--- src/rtl/dma_frag_pkg.sv ---
package dma_frag_pkg;
    typedef enum logic {
        ST_IDLE  = 1'b0,
        ST_ISSUE = 1'b1
    } frag_state_e;
endpackage

--- src/rtl/burst_limit_decode.sv ---
module burst_limit_decode #(
    parameter int MIN_BURST = 16,
    parameter int SEL_W     = 2,
    parameter int CNT_W     = 7
) (
    input  logic [SEL_W-1:0] sel,
    output logic [CNT_W-1:0] limit
);
    localparam int MAX_SHIFT = 2;

    always_comb begin
        if (int'(sel) >= MAX_SHIFT) begin
            limit = CNT_W'(MIN_BURST << MAX_SHIFT);
        end else begin
            limit = CNT_W'(MIN_BURST << int'(sel));
        end
    end
endmodule

--- src/rtl/chunk_sizer.sv ---
module chunk_sizer #(
    parameter int ACNT_W = 16,
    parameter int CNT_W  = 7
) (
    input  logic [CNT_W-1:0]  addr_lo,
    input  logic [ACNT_W-1:0] remaining,
    input  logic [CNT_W-1:0]  limit,
    output logic [CNT_W-1:0]  bytes
);
    logic [CNT_W-1:0] offset;
    logic [CNT_W-1:0] room;
    logic             tail_fits;

    always_comb begin
        offset    = addr_lo & (limit - CNT_W'(1));
        room      = limit - offset;
        tail_fits = remaining < ACNT_W'(room);
        bytes     = tail_fits ? remaining[CNT_W-1:0] : room;
    end
endmodule

--- src/rtl/array_stepper.sv ---
module array_stepper #(
    parameter int ADDR_W   = 32,
    parameter int STRIDE_W = 16
) (
    input  logic [ADDR_W-1:0]   base,
    input  logic [STRIDE_W-1:0] stride,
    output logic [ADDR_W-1:0]   next_base
);
    logic [ADDR_W-1:0] stride_ext;

    always_comb begin
        stride_ext = {{(ADDR_W-STRIDE_W){stride[STRIDE_W-1]}}, stride};
        next_base  = base + stride_ext;
    end
endmodule

--- src/rtl/dma_cmd_fragmenter.sv ---
module dma_cmd_fragmenter
    import dma_frag_pkg::*;
#(
    parameter int ADDR_W    = 32,
    parameter int ACNT_W    = 16,
    parameter int BCNT_W    = 16,
    parameter int STRIDE_W  = 16,
    parameter int SEL_W     = 2,
    parameter int MIN_BURST = 16,
    parameter int MAX_BURST = 64
) (
    input  logic                    clk,
    input  logic                    rst_n,
    input  logic [SEL_W-1:0]        burst_sel,
    input  logic                    req_valid,
    output logic                    req_ready,
    input  logic [ADDR_W-1:0]       req_addr,
    input  logic [ACNT_W-1:0]       req_acnt,
    input  logic [BCNT_W-1:0]       req_bcnt,
    input  logic [STRIDE_W-1:0]     req_stride,
    output logic                    cmd_valid,
    input  logic                    cmd_ready,
    output logic [ADDR_W-1:0]       cmd_addr,
    output logic [$clog2(MAX_BURST):0] cmd_bytes,
    output logic                    done
);
    localparam int CNT_W = $clog2(MAX_BURST) + 1;

    typedef struct packed {
        frag_state_e         state;
        logic [ADDR_W-1:0]   base;
        logic [ADDR_W-1:0]   addr;
        logic [ACNT_W-1:0]   rem;
        logic [ACNT_W-1:0]   acnt;
        logic [BCNT_W-1:0]   left;
        logic [STRIDE_W-1:0] stride;
        logic [CNT_W-1:0]    limit;
        logic                first;
        logic                done;
    } frag_regs_t;

    frag_regs_t r_d, r_q;

    logic [CNT_W-1:0]  sel_limit;
    logic [CNT_W-1:0]  chunk_bytes;
    logic [ADDR_W-1:0] next_base;
    logic              cmd_fire;
    logic              array_end;

    burst_limit_decode #(
        .MIN_BURST (MIN_BURST),
        .SEL_W     (SEL_W),
        .CNT_W     (CNT_W)
    ) u_limit (
        .sel   (burst_sel),
        .limit (sel_limit)
    );

    chunk_sizer #(
        .ACNT_W (ACNT_W),
        .CNT_W  (CNT_W)
    ) u_sizer (
        .addr_lo   (r_q.addr[CNT_W-1:0]),
        .remaining (r_q.rem),
        .limit     (r_q.limit),
        .bytes     (chunk_bytes)
    );

    array_stepper #(
        .ADDR_W   (ADDR_W),
        .STRIDE_W (STRIDE_W)
    ) u_step (
        .base      (r_q.base),
        .stride    (r_q.stride),
        .next_base (next_base)
    );

    assign req_ready = (r_q.state == ST_IDLE);
    assign cmd_valid = (r_q.state == ST_ISSUE);
    assign cmd_addr  = r_q.addr;
    assign cmd_bytes = chunk_bytes;
    assign done      = r_q.done;
    assign cmd_fire  = cmd_valid && cmd_ready;
    assign array_end = (r_q.rem == ACNT_W'(chunk_bytes));

    always_comb begin
        r_d      = r_q;
        r_d.done = 1'b0;
        unique case (r_q.state)
            ST_IDLE: begin
                if (req_valid) begin
                    if (req_acnt == '0 || req_bcnt == '0) begin
                        r_d.done = 1'b1;
                    end else begin
                        r_d.state  = ST_ISSUE;
                        r_d.base   = req_addr;
                        r_d.addr   = req_addr;
                        r_d.rem    = req_acnt;
                        r_d.acnt   = req_acnt;
                        r_d.left   = req_bcnt;
                        r_d.stride = req_stride;
                        r_d.limit  = sel_limit;
                        r_d.first  = 1'b1;
                    end
                end
            end
            ST_ISSUE: begin
                if (cmd_fire) begin
                    if (array_end) begin
                        if (r_q.left == BCNT_W'(1)) begin
                            r_d.state = ST_IDLE;
                            r_d.done  = 1'b1;
                            r_d.first = 1'b0;
                        end else begin
                            r_d.base  = next_base;
                            r_d.addr  = next_base;
                            r_d.rem   = r_q.acnt;
                            r_d.left  = r_q.left - BCNT_W'(1);
                            r_d.first = 1'b1;
                        end
                    end else begin
                        r_d.addr  = r_q.addr + ADDR_W'(chunk_bytes);
                        r_d.rem   = r_q.rem - ACNT_W'(chunk_bytes);
                        r_d.first = 1'b0;
                    end
                end
            end
            default: r_d.state = ST_IDLE;
        endcase
    end

    always_ff @(posedge clk) begin
        if (!rst_n) begin
            r_q       <= '0;
            r_q.state <= ST_IDLE;
        end else begin
            r_q <= r_d;
        end
    end


    cmd_size_bound_chk: assert property (@(posedge clk) disable iff (!rst_n)
        cmd_valid |-> (cmd_bytes != '0) && (cmd_bytes <= r_q.limit));


    later_cmd_aligned_chk: assert property (@(posedge clk) disable iff (!rst_n)
        (cmd_valid && !r_q.first) |-> ((cmd_addr[CNT_W-1:0] & (r_q.limit - CNT_W'(1))) == '0));


    cmd_hold_chk: assert property (@(posedge clk) disable iff (!rst_n)
        (cmd_valid && !cmd_ready) |=> cmd_valid && $stable(cmd_addr) && $stable(cmd_bytes));


    busy_not_ready_chk: assert property (@(posedge clk) disable iff (!rst_n)
        cmd_valid |-> !req_ready);


    done_quiet_chk: assert property (@(posedge clk) disable iff (!rst_n)
        done |-> !cmd_valid);


    limit_held_chk: assert property (@(posedge clk) disable iff (!rst_n)
        (cmd_valid && $past(cmd_valid)) |-> $stable(r_q.limit));
endmodule

--- config.mk ---
export PLATFORM = sky130hd
export DESIGN_NAME = dma_cmd_fragmenter
export DESIGN_NICKNAME = d
export VERILOG_FILES = /design/src/rtl/dma_frag_pkg.sv /design/src/rtl/burst_limit_decode.sv /design/src/rtl/chunk_sizer.sv /design/src/rtl/array_stepper.sv /design/src/rtl/dma_cmd_fragmenter.sv
export SDC_FILE = /design/constraint.sdc
export NUM_CORES = 1
export LEC_CHECK = 0
export BUFFER_PORTS_ARGS = -buffer_cell sky130_fd_sc_hd__buf_2
export CORE_MARGIN = 5
export CORE_UTILIZATION = 40
export CTS_BUF_LIST = sky130_fd_sc_hd__clkbuf_4 sky130_fd_sc_hd__clkbuf_8
export DETAILED_ROUTE_END_ITERATION = 12
export SYNTH_ARGS = -nofsm -noshare
export SYNTH_HDL_FRONTEND = slang
export SYNTH_SLANG_ARGS = --single-unit
--- constraint.sdc ---
create_clock -name clk -period 6.9 [get_ports clk]
set_input_delay 2.07 -clock clk [delete_from_list [all_inputs] [get_ports clk]]
set_output_delay 2.07 -clock clk [all_outputs]
set_load 0.01 [all_outputs]
# Word level (Yosys, flattened, before mapping)
# Cells that the tools add are included.
totals:
  register_bits: 137
  in_bits: 86
  output_inout_bits: 42
  wordCells: 55
op_classes:
  n_addsub: 6
  magnitude_cmp: 2
  n_eq_ne: 8
  n_shift: 1
  muxes: 19
  n_bitwise: 3
  reduce_logical: 7
ops:
  columns: ["op", "count"]
  rows:
  - ["81-bit one-hot mux with 2 select lines", 1]
  - ["138-bit two-way mux", 1]
  - ["137-bit two-way mux", 1]
  - ["81-bit two-way mux", 1]
  - ["80-bit two-way mux", 1]
  - ["16-bit two-way mux", 3]
  - ["48-bit two-way mux", 1]
  - ["33-bit two-way mux", 1]
  - ["32-bit adder", 1]
  - ["32-bit by 7-bit adder with 32-bit output", 1]
  - ["16-bit logical NOT", 2]
  - ["16-bit one-hot mux with 2 select lines", 1]
  - ["16-bit by 1-bit equality test with 1-bit output, second input constant", 1]
  - ["16-bit by 7-bit equality test with 1-bit output", 1]
  - ["16-bit by 7-bit < comparator with 1-bit output", 1]
  - ["16-bit by 1-bit subtractor with 16-bit output, second input constant", 1]
  - ["16-bit by 7-bit subtractor with 16-bit output", 1]
  - ["7-bit two-way mux", 2]
  - ["7-bit AND", 1]
  - ["5-bit by 2-bit left shift with 7-bit output, first input constant", 1]
  - ["7-bit by 1-bit subtractor with 7-bit output, second input constant", 1]
  - ["7-bit subtractor", 1]
  - ["2-bit != test, second input constant", 3]
  - ["1-bit two-way mux", 5]
  - ["other kinds (10)", 12]

# Logic depth before layout (Yosys ltp)
depth:
  word_depth: 9
  ltp_mapped: 27
  depth_no_buf: 24

# Hierarchy
# Synthesis repeated with hierarchy kept, for this count alone.
hier_totals:
  hier_cells: 1291
  hier_area_um2: 9915.8
by_module_without_submodules:
  columns: ["module", "n_inst", "cells_each", "area_each_um2", "seq_area_each_um2"]
  rows:
  - ["dma_cmd_fragmenter", 1, 964, 7533.5, 2742.6]
  - ["array_stepper", 1, 241, 1744.2, 0.0]
  - ["chunk_sizer", 1, 78, 590.6, 0.0]
  - ["burst_limit_decode", 1, 8, 47.5, 0.0]

# Least setup slack after synthesis
# OpenSTA, ideal clock, no wires.
synth_path:
  path_kind: "flip-flop to flip-flop"
  from: "register r_q (netlist bit cmd_addr[0])"
  to: "register r_q[69] (netlist name)"
  setup_time_ps: 135
  arrival_ps: 5540
  required_time_ps: 6765
  path_slack_ps: 1225
  path_stages_with_launch: 25
  path_buffers: 1
  synth_period_minus_slack_ps: 5675
  cell_sequence: "dfxtp_1 > inv_1 > ha_1 > nor3b_1 > xnor2_1 > ha_1 > a21oi_1 > o21ai_0 > maj3_2 > o21a_1 > nor2_1 > clkbuf_1 > nand2_1 > o21ai_0 > ha_1 > inv_1 > ha_1 > o31ai_1 > a31oi_1 > maj3_1 > maj3_1 > a21oi_1 > o31ai_1 > o311ai_0 > o21ai_0"
synth_via:
  elab_chain_cells: 8
synth_rtl:
  columns: ["item", "line", "source"]
  rows:
  - ["start: declaration", "dma_cmd_fragmenter.sv:42", "frag_regs_t r_d, r_q;"]
  - ["start signal: assignment", "dma_cmd_fragmenter.sv:137", "r_q <= r_d;"]
  - ["7-bit AND (*)", "chunk_sizer.sv:15", "offset = addr_lo & (limit - CNT_W'(1));"]
  - ["7-bit subtractor (*)", "chunk_sizer.sv:16", "room = limit - offset;"]
  - ["16-bit by 7-bit < comparator with 1-bit output", "chunk_sizer.sv:17", "tail_fits = remaining < ACNT_W'(room);"]
  - ["7-bit two-way mux (*)", "chunk_sizer.sv:18", "bytes = tail_fits ? remaining[CNT_W-1:0] : room;"]
  - ["via cmd_bytes[0]", "dma_cmd_fragmenter.sv:24", "output logic [$clog2(MAX_BURST):0] cmd_bytes,"]
  - ["16-bit by 7-bit subtractor with 16-bit output / 16-bit by 7-bit equality test with 1-bit output (equally long branches)", "dma_cmd_fragmenter.sv:123, dma_cmd_fragmenter.sv:84", null]
  - ["48-bit two-way mux", "dma_cmd_fragmenter.sv:109", "if (array_end) begin"]
  - ["81-bit two-way mux", "dma_cmd_fragmenter.sv:108", "if (cmd_fire) begin"]
  - ["81-bit one-hot mux with 2 select lines", "dma_cmd_fragmenter.sv:89", "unique case (r_q.state)"]
# Mark *: on every way through the listed nets, which the timed path passes. The rest lies on a longest branch. The select of a mux whose other input is x is not followed.
# A chain may end at the register's enable or synchronous reset.

# Worst setup path after layout
layout_path:
  from: "register r_q (netlist bit cmd_addr[1])"
  to: "register r_q[66] (netlist name)"
layout_via:
  elab_chain_cells: 8
layout_rtl:
  columns: ["item", "line"]
  rows:
  - ["7-bit AND (*)", "chunk_sizer.sv:15"]
  - ["7-bit subtractor (*)", "chunk_sizer.sv:16"]
  - ["16-bit by 7-bit < comparator with 1-bit output", "chunk_sizer.sv:17"]
  - ["7-bit two-way mux (*)", "chunk_sizer.sv:18"]
  - ["16-bit by 7-bit subtractor with 16-bit output / 16-bit by 7-bit equality test with 1-bit output (equally long branches)", "dma_cmd_fragmenter.sv:123, dma_cmd_fragmenter.sv:84"]
  - ["48-bit two-way mux", "dma_cmd_fragmenter.sv:109"]
  - ["81-bit two-way mux", "dma_cmd_fragmenter.sv:108"]
  - ["81-bit one-hot mux with 2 select lines", "dma_cmd_fragmenter.sv:89"]
# Mark *: on every way between the ends. The rest lies on a longest branch, timed or not. The select of a mux whose other input is x is not followed.

==> out/metrics.yaml <==
clock_tree:
  clockBufferDepth: 2
  postCtsSetupBuffers: 0
  clkLatencyLatePin_ns: 0.46
  cts_hold_buf: 0
  h-tree-depth: 4
  numCtsBuffers: 17
  clk_pin_slew_ns: 0.08
  root_buffer: "clkbuf_8"
  cts.sinks: 133
  cts_resized: 0
  cts_tree: "built"
critical_path:
  crit_fanout: 13
  cp-start-kind: "flop"
  cp.arrival_ns: 6.69
  worstSetupStartpoint: "cmd_addr[1]"
  cp-end-kind: "flop"
  timing.rr.start: "cmd_addr[1]"
  crit_type: "flop to flop"
  cp.required_ns: 7.27
synthesis:
  synth.area.top_cells: "dfxtp_1, nand2_1, ha_1"
  synth-seq-cells: 133
  syn_area_per_cell_sq_um: 7.53
  synth_edf_count: 0
  synth_cell_types: 92
  yosys.area.top_type: "dfxtp_1"
  syn_inst: 1266
  synth_fp_nets: 1402
  synth-seq-area-share_pct: 27.9
  synthArstFlopShare_pct: 0
  ys.flop_type: "dfxtp_1"
  netlist_area_sq_um: 9540
  yosysTopAreaCellShare_pct: 27.9
  synth_warnings: 0
finish:
  final_common_cell: "nand2_1"
  fillerInstances: 2423
  mostFrequentLayoutCells: "nand2_1, dfxtp_1, buf_2"
  area_growth_pct: 11.2
  drive_gt1_share_pct: 15.9
  num_antenna_cells: 0
  nets: 1460
place:
  portBuffers: 127
  globalplace.congestion: 0.925
  dp_hpwl_um: 22100
drt:
  drc_errors: 0
  drt_iter0_drc: 693
  ant_nets: 0
  wirelength_um: 30200
  dr.pass1.iters: 5
  viasPerCell: 5.81
  wire_per_inst_um: 18.3
  num_vias: 9618
pwr:
  power_leakage_nw: 4.45
  p_clk_share_pct: 28.8
  power_frac_seq_pct: 31.9
  p_switching_mw: 1.12
  pwr-share-comb_pct: 39.4
  p_per_area_nw_per_um2: 267
  switching_share_pct: 39.4
  p_int_mw: 1.72
  p_total_mw: 2.84
  vdd_drop_max_mv: 0.127
grt:
  grt_overflow_total: 0
  grt_usage_pct: 22.0
  grt_pass1_vias: 8991
  grt_pass1_wl_um: 48100
  grt_max_degree: 55
  grt_antenna_before_repair: 0
floorplanning:
  die_area_sq_um: 27000
  fp.coreArea_sq_um: 23500
  die_x_um: 164
  start_util_pct: 40.6
  die_h_um: 164
  fp-row-count: 56
  ios: 128
sta:
  rsz0062_at_grt: "false"
  hold_viol_final: 0
  fmax_mhz: 158
  clock_skew_ns: 0.0178
  finalCriticalPeriod_ns: 6.32
  final.period_utilization_pct: 91.6
  fin_setup_tns_ns: 0
  setup_viol: 0
  relSlewSlack_pct: 42.1
  finalMaxSlewViolations: 0
  worstMarginPinSlew_ns: 0.846
hold_path:
  min_from: "r_q[48]"
  hp-class: "flop to flop"
outcome:
  outcome: "finished clean"
job:
  drv_cap: 0
==> path summary, 6_finish.rpt <==
check        endpoint  slack [ns]  cells after the start
max           r_q[66]        0.58                     24
min reg2reg   r_q[48]        0.46                      2
min           r_q[48]        0.46                      2
max reg2reg   r_q[66]        0.58                     24
==> critical path, stage by stage, from the launching register on <==
cell and delay [ns]:
dfxtp_1 0.59, inv_1 0.09, ha_1 0.21, nor3b_1 0.18
xnor2_1 0.60, ha_1 0.37, a21oi_1 0.18, o21ai_0 0.18
maj3_2 0.40, o21a_1 0.22, nor2_1 0.09, buf_4 0.18
nand2_1 0.06, o21ai_0 0.20, ha_1 0.35, nand2_1 0.08
a221oi_1 0.34, o2bb2ai_1 0.10, a22oi_1 0.24, maj3_1 0.23
o21ai_0 0.11, a311oi_1 0.73, nor3b_1 0.27, a221oi_1 0.07
o21ai_0 0.16
==> cells by family after synthesis <==
group,after synthesis,synth area share [%]
compound gates,425,29.3
flops,133,27.9
fa+ha+maj,54,7.07
mux,4,0.433
xor+xnor,47,4.32
buf+inv,128,7.37
simple gates,475,23.6
==> cells in the mapped netlist (all sizes together) (20+ instances only) <==
cell type	count
clkbuf	52
xnor2	25
a22oi	20
xor2	22
ha	49
a21o	23
o21ai	90
dfxtp	133
a31oi	36
nor3	44
buf	55
a21oi	122
nand2	181
a211oi	25
nand3	28
nor2	110
nor4	22
inv	21
==> layout make-up <==
cell class                      count  area [sq um]  area share (%)
Clock buffer                       17           234            2.21
Clock inverter                     14           248            2.34
Inverter                           21          78.8           0.743
Multi-Input combinational cell   1005          6200            58.5
Sequential cell                   133          2660            25.1
Tap cell                          319           399            3.76
Timing Repair Buffer              146           778            7.34
==> flip-flops by register name, indices dropped and copies added (netlist names) <==
name       flops
r_q           99
done           1
cmd_valid      1
cmd_addr      32
==> power by group through the flow <==
stage | clock [mW] | combinational [mW] | sequential [mW]
6_report | 0.816 | 1.12 | 0.904
5_1_grt | 0.858 | 1.24 | 0.912
4_1_cts | 0.827 | 1.11 | 0.902
3_5_place_dp | 0 | 1.10 | 0.919
3_3_place_gp | 0 | 1.10 | 0.918
2_1_floorplan | 0 | 0.857 | 0.894
==> metal layers <==
layer	global-route usage (%)	vias up	part of all wire (%)
li1	-	4736	-
met1	31.1	4557	47
met2	34.2	279	45
met3	3.82	46	5.7
met4	6.88	0	2.4
met5	0	-	0
==> stage by stage <==
| stage | hold WS [ns] | instance area, sq um | setup WS (ns) | utilization (%) | cells |
|---|---|---|---|---|---|
| global placement | 0.442 | 10100 | 0.847 | 43.1 | 1624 |
| CTS | 0.460 | 10600 | 0.615 | 45.2 | 1655 |
| finish | 0.460 | 10600 | 0.578 | 45.2 | 1655 |
| global route | 0.473 | 10600 | 0.00136 | 45.2 | 1655 |
| detailed placement | 0.448 | 10100 | 0.696 | 43.1 | 1624 |
| floorplan | 0.436 | 9540 | 1.22 | - | 1266 |
(Power assumes the default switching activity.)
